==> src/rtl/mutex_lock_reg.sv <==
module mutex_lock_reg #(
  parameter int N        = 16,
  parameter int DW       = 32,
  parameter int AW       = 4,
  parameter int REQ_ADDR = 0,
  parameter int OWN_ADDR = 1
) (
  input  logic          clk,
  input  logic          rst_n,
  input  logic [AW-1:0] addr,
  input  logic          wr_en,
  input  logic [DW-1:0] wr_data,
  output logic [DW-1:0] rd_data,
  output logic          owner_changed
);
  localparam logic [AW-1:0] REQ_A = AW'(REQ_ADDR);
  localparam logic [AW-1:0] OWN_A = AW'(OWN_ADDR);
  localparam logic [N-1:0]  ONE   = N'(1);

  logic [N-1:0] req_q, own_q, req_d, own_d;
  logic [N-1:0] set_req, own_wr, withdraw, waiting, pick;
  logic         unused_hi;

  assign unused_hi = ^wr_data;

  assign set_req  = (wr_en && addr == REQ_A) ? wr_data[N-1:0] : '0;
  assign own_wr   = (wr_en && addr == OWN_A) ? wr_data[N-1:0] : '0;
  assign withdraw = own_wr & ~own_q;
  assign waiting  = req_q & ~withdraw;
  assign pick     = (own_q == '0) ? (waiting & (~waiting + ONE)) : '0;

  assign own_d = (own_q & ~own_wr) | pick;
  assign req_d = (waiting | set_req) & ~pick;

  always_ff @(posedge clk or negedge rst_n) begin
    if (!rst_n) begin
      req_q         <= '0;
      own_q         <= '0;
      owner_changed <= 1'b0;
    end else begin
      req_q         <= req_d;
      own_q         <= own_d;
      owner_changed <= (own_d != own_q);
    end
  end

  always_comb begin
    rd_data = '0;
    if (addr == REQ_A)      rd_data[N-1:0] = req_q;
    else if (addr == OWN_A) rd_data[N-1:0] = own_q;
  end
endmodule

==> config.mk <==
export PLATFORM = sky130hd
export DESIGN_NAME = mutex_lock_reg
export DESIGN_NICKNAME = d
export VERILOG_FILES = /design/src/rtl/mutex_lock_reg.sv
export SDC_FILE = /design/constraint.sdc
export NUM_CORES = 1
export LEC_CHECK = 0
export BUFFER_PORTS_ARGS = -buffer_cell sky130_fd_sc_hd__buf_2
export CORE_ASPECT_RATIO = 1.5
export CORE_MARGIN = 2
export CORE_UTILIZATION = 50
export DETAILED_ROUTE_END_ITERATION = 8
export GPL_TIMING_DRIVEN = 0
export PLACE_DENSITY = 0.83
export SYNTH_ARGS = -nofsm -noshare
export SYNTH_HDL_FRONTEND = slang
export SYNTH_SLANG_ARGS = --single-unit
export TNS_END_PERCENT = 10
==> constraint.sdc <==
create_clock -name clk -period 3.34 [get_ports clk]
set_input_delay 0.835 -clock clk [delete_from_list [all_inputs] [get_ports clk]]
set_output_delay 0.835 -clock clk [all_outputs]
set_load 0.01 [all_outputs]
==> flow_metrics.py <==
metrics = {
    "logic_synthesis": {
        "netlist-cell-type-count": 45,
        "ys_ff_latch": 33,
        "postSynthAreaPerCell_um2": 9.02,
        "synthFlopType": "dfrtp_1",
        "synth-edff-count": 0,
        "synth_top_cell_area_share_pct": 38.3,
        "synth.area.top_cells": "dfrtp_1, a22o_1, buf_4, o21ai_0, nand2_1",
        "synthArstFlopShare_pct": 100,
        "syn_area_um2": 2160,
        "yosys.area.top_type": "dfrtp_1",
        "ys_warn_count": 0,
        "seq_area_frac_synth_pct": 38.3,
        "synthCells": 239,
    },
    "min_path": {
        "min_path_cells": 2,
        "whs_endpoint": "own_q[9]$_DFF_PN0_",
        "hp-start": "req_q[9]$_DFF_PN0_",
        "hp-class": "flip-flop to flip-flop",
    },
    "power": {
        "p_leak_uw": 0.00117,
        "power.density_nw_per_um2": 653,
        "vdd_drop_max_v": 0.000397,
    },
    "layout": {
        "final_core_util_pct": 61.5,
        "ff_latch_area_um2": 826,
        "antenna_cells": 0,
        "drive_gt1_share_pct": 27.3,
        "fillCellCount": 386,
        "fin_nets": 338,
        "area_growth_pct": 19.0,
        "finalInstanceArea_um2": 2570,
        "multi_input_area_um2": 1240,
    },
    "timing": {
        "rsz0062_at_grt": "false",
        "setup_viol": 0,
        "fmax_mhz": 324,
        "fin_crit_ps": 3090,
        "fin_skew_ps": 3.40,
        "relSlewSlack_pct": 49.4,
        "fin_crit_sh_pct": 92.4,
        "finalMaxSlewViolations": 0,
        "finalHoldViolCount": 0,
        "holdWs_ps": 592,
        "tightestPinTransition_ps": 759,
    },
    "critical_path": {
        "crit_path_start_kind": "input port",
        "worstPathArrival_ps": 2250,
        "crit_family": "buffers and inverters",
        "timing.critical_path.mode_cell": "buf_2",
        "max_stage_delay_ps": 560,
        "path_cells": "buf_2 -> nor4b_4 -> clkbuf_2 -> a22o_1 -> buf_2",
        "crit_path_end_kind": "primary output",
        "slowest_stage": "nor4b_4",
        "reg2reg_from": "own_q[11]$_DFF_PN0_",
        "cp_max_fo": 10,
        "path_buf_inv": 3,
        "r2r_slack_ps": 890,
        "required_ps": 2500,
        "crit_type": "input port to primary output",
        "rr_worst_depth": 7,
        "r2r_end": "req_q[15]$_DFF_PN0_",
    },
    "drt": {
        "wl_met1_um": 2180,
        "detail_route.wl_per_cell_um": 17.2,
        "drt_iter0_drc": 78,
        "drt_first_pass_iters": 4,
        "drc": 0,
        "num_vias": 2210,
        "drtAntennaViolNets": 0,
        "routed_via_density": 6.39,
        "drt-total-wl_um": 5970,
        "met2WireLength_um": 3090,
        "met3WireLength_um": 412,
        "top_layer_used": "met4",
    },
    "outcome": {
        "status": "completed",
    },
    "grt": {
        "grt_pass1_wl_um": 9970,
        "grt_start_max_net_pins": 34,
        "grtUsageTotal_pct": 26.3,
        "antenna_found_initial": 0,
        "grt_pass1_vias": 2170,
        "grt_remaining_overflow": 0,
    },
    "cts": {
        "clkSinkCount": 33,
        "cts_tree": "built",
        "cts_buffers": 5,
        "h-tree-depth": 2,
        "clkTransAtPathRegs_ps": 70,
        "cts_max_path_buffers": 2,
        "clk_latency_ps": 290,
        "root_buffer": "clkbuf_8",
        "postCtsSetupBuffers": 0,
    },
    "floorplan": {
        "die_width_um": 57.6,
        "floorplan.initialDensity_pct": 51.7,
        "die_y_um": 84.4,
        "dieArea_um2": 4860,
        "coreArea_um2": 4170,
        "io_pins": 72,
        "row_count": 29,
    },
    "run": {
        "drv_cap": 0,
    },
    "placed_design": {
        "hpwl_um": 4430,
        "gp_congestion": 0.905,
        "port_buffers": 38,
        "dpl_cell_area_um2": 2460,
    },
}
-- synth_stat cells, types with 7 or more instances --
library cell	instances
dfrtp_1	33
nand2_1	22
o21ai_0	18
a22o_1	17
buf_4	16
nand3_1	16
nor2_1	12
a21oi_1	11
nand3b_1	11
clkbuf_1	8
a22oi_1	7
o21ai_1	7
-- repair_timing --
action / CTS / global route
resized for setup: 3 / 4
hold buffers: 0 / 0
setup endpoints to repair: 11 / 11
-- where the power goes --
part / total (µW) / leakage (µW) / internal [µW] / switching [µW]
Clock: 291 / 0.0000395 / 148 / 143
Combinational: 664 / 0.000703 / 279 / 386
Sequential: 720 / 0.000430 / 548 / 172
Total: 1680 / 0.00117 / 975 / 701
-- kinds of logic (layout without fill, tap and decap cells) --
group | count (synthesis) | after routing | share of synthesized area, %
AO/OA/AOI/OAI | 87 | 87 | 28.0
adder cells (fa/ha/maj) | 2 | 2 | 0.929
buffers and inverters | 26 | 72 | 7.66
flip-flops | 33 | 33 | 38.3
other | 1 | 16 | 0.174
AND/OR/NAND/NOR | 90 | 90 | 25.0
-- tightest hold or removal path: stages (launching register included) --
cell and delay [ps]:
dfrtp_1 410, nand2_1 80, a22oi_1 60
-- registers in the layout, summed over array words and instances, names as in the netlist --
| signal | count |
|---|---|
| own_q | 16 |
| owner_changed | 1 |
| req_q | 16 |
-- cell usage in the layout, fill, tap and decap left out, types with 2 or more instances in the layout --
cell type  synthesis  routed
o21ai_2            6       6
a32o_1             2       2
nand3_1           16      16
conb_1             1      16
a31oi_1            4       4
maj3_1             2       2
clkbuf_8           0       5
nand4_1            3       3
buf_2              0      38
a31o_2             2       2
and2_2             2       2
clkbuf_2           0       2
a22o_1            17      17
nor2_1            12      12
and2_1             3       3
a22oi_1            7       7
a21oi_1           11      11
nand3b_1          11      11
o21ai_0           18      18
and3_1             3       3
nor4_1             5       4
dfrtp_1           33      33
nor3_1             2       2
clkbuf_1           8       9
nand2_1           22      22
o21ai_1            7       7
nor4_4             1       2
buf_4             16      16
a2bb2oi_1          2       2
o21a_1             5       5
-- layout make-up --
type | instances | area share, %
Tap cell | 46 | 2.24
Buffer | 25 | 6.39
Sequential cell | 33 | 32.2
Multi-Input combinational cell | 195 | 48.5
Clock buffer | 8 | 3.12
Inverter | 1 | 0.146
Timing Repair Buffer | 38 | 7.41
-- routing by layer --
metal	track usage [%]	up-vias
li1	-	999
met4	16.1	0
met5	0	-
met2	44.8	99
met1	28.6	1083
met3	6.16	29
-- worst max-delay path by stage --
stage | start | end | slack [ps] | cells after the start
final | addr[1] | rd_data[5] | 250 | 5
after global routing | addr[1] | rd_data[5] | 100 | 5
after CTS | addr[1] | rd_data[5] | 90 | 5
after detailed placement | addr[0] | rd_data[5] | -450 | 5
after global placement | addr[0] | rd_data[9] | -490 | 6
after floorplan | addr[0] | rd_data[10] | 420 | 3
-- through the flow --
step / cells / power [µW] / TNS [ps] / worst slack [ps]
after floorplan: 254 / 1170 / 0 / 425
after global routing: 346 / 1780 / 0 / 101
final: 346 / 1680 / 0 / 254
after global placement: 338 / 1340 / -6420 / -493
after detailed placement: 338 / 1360 / -5610 / -447
after CTS: 346 / 1660 / 0 / 93.5
No activity file was read; power rests on OpenSTA's default activity.
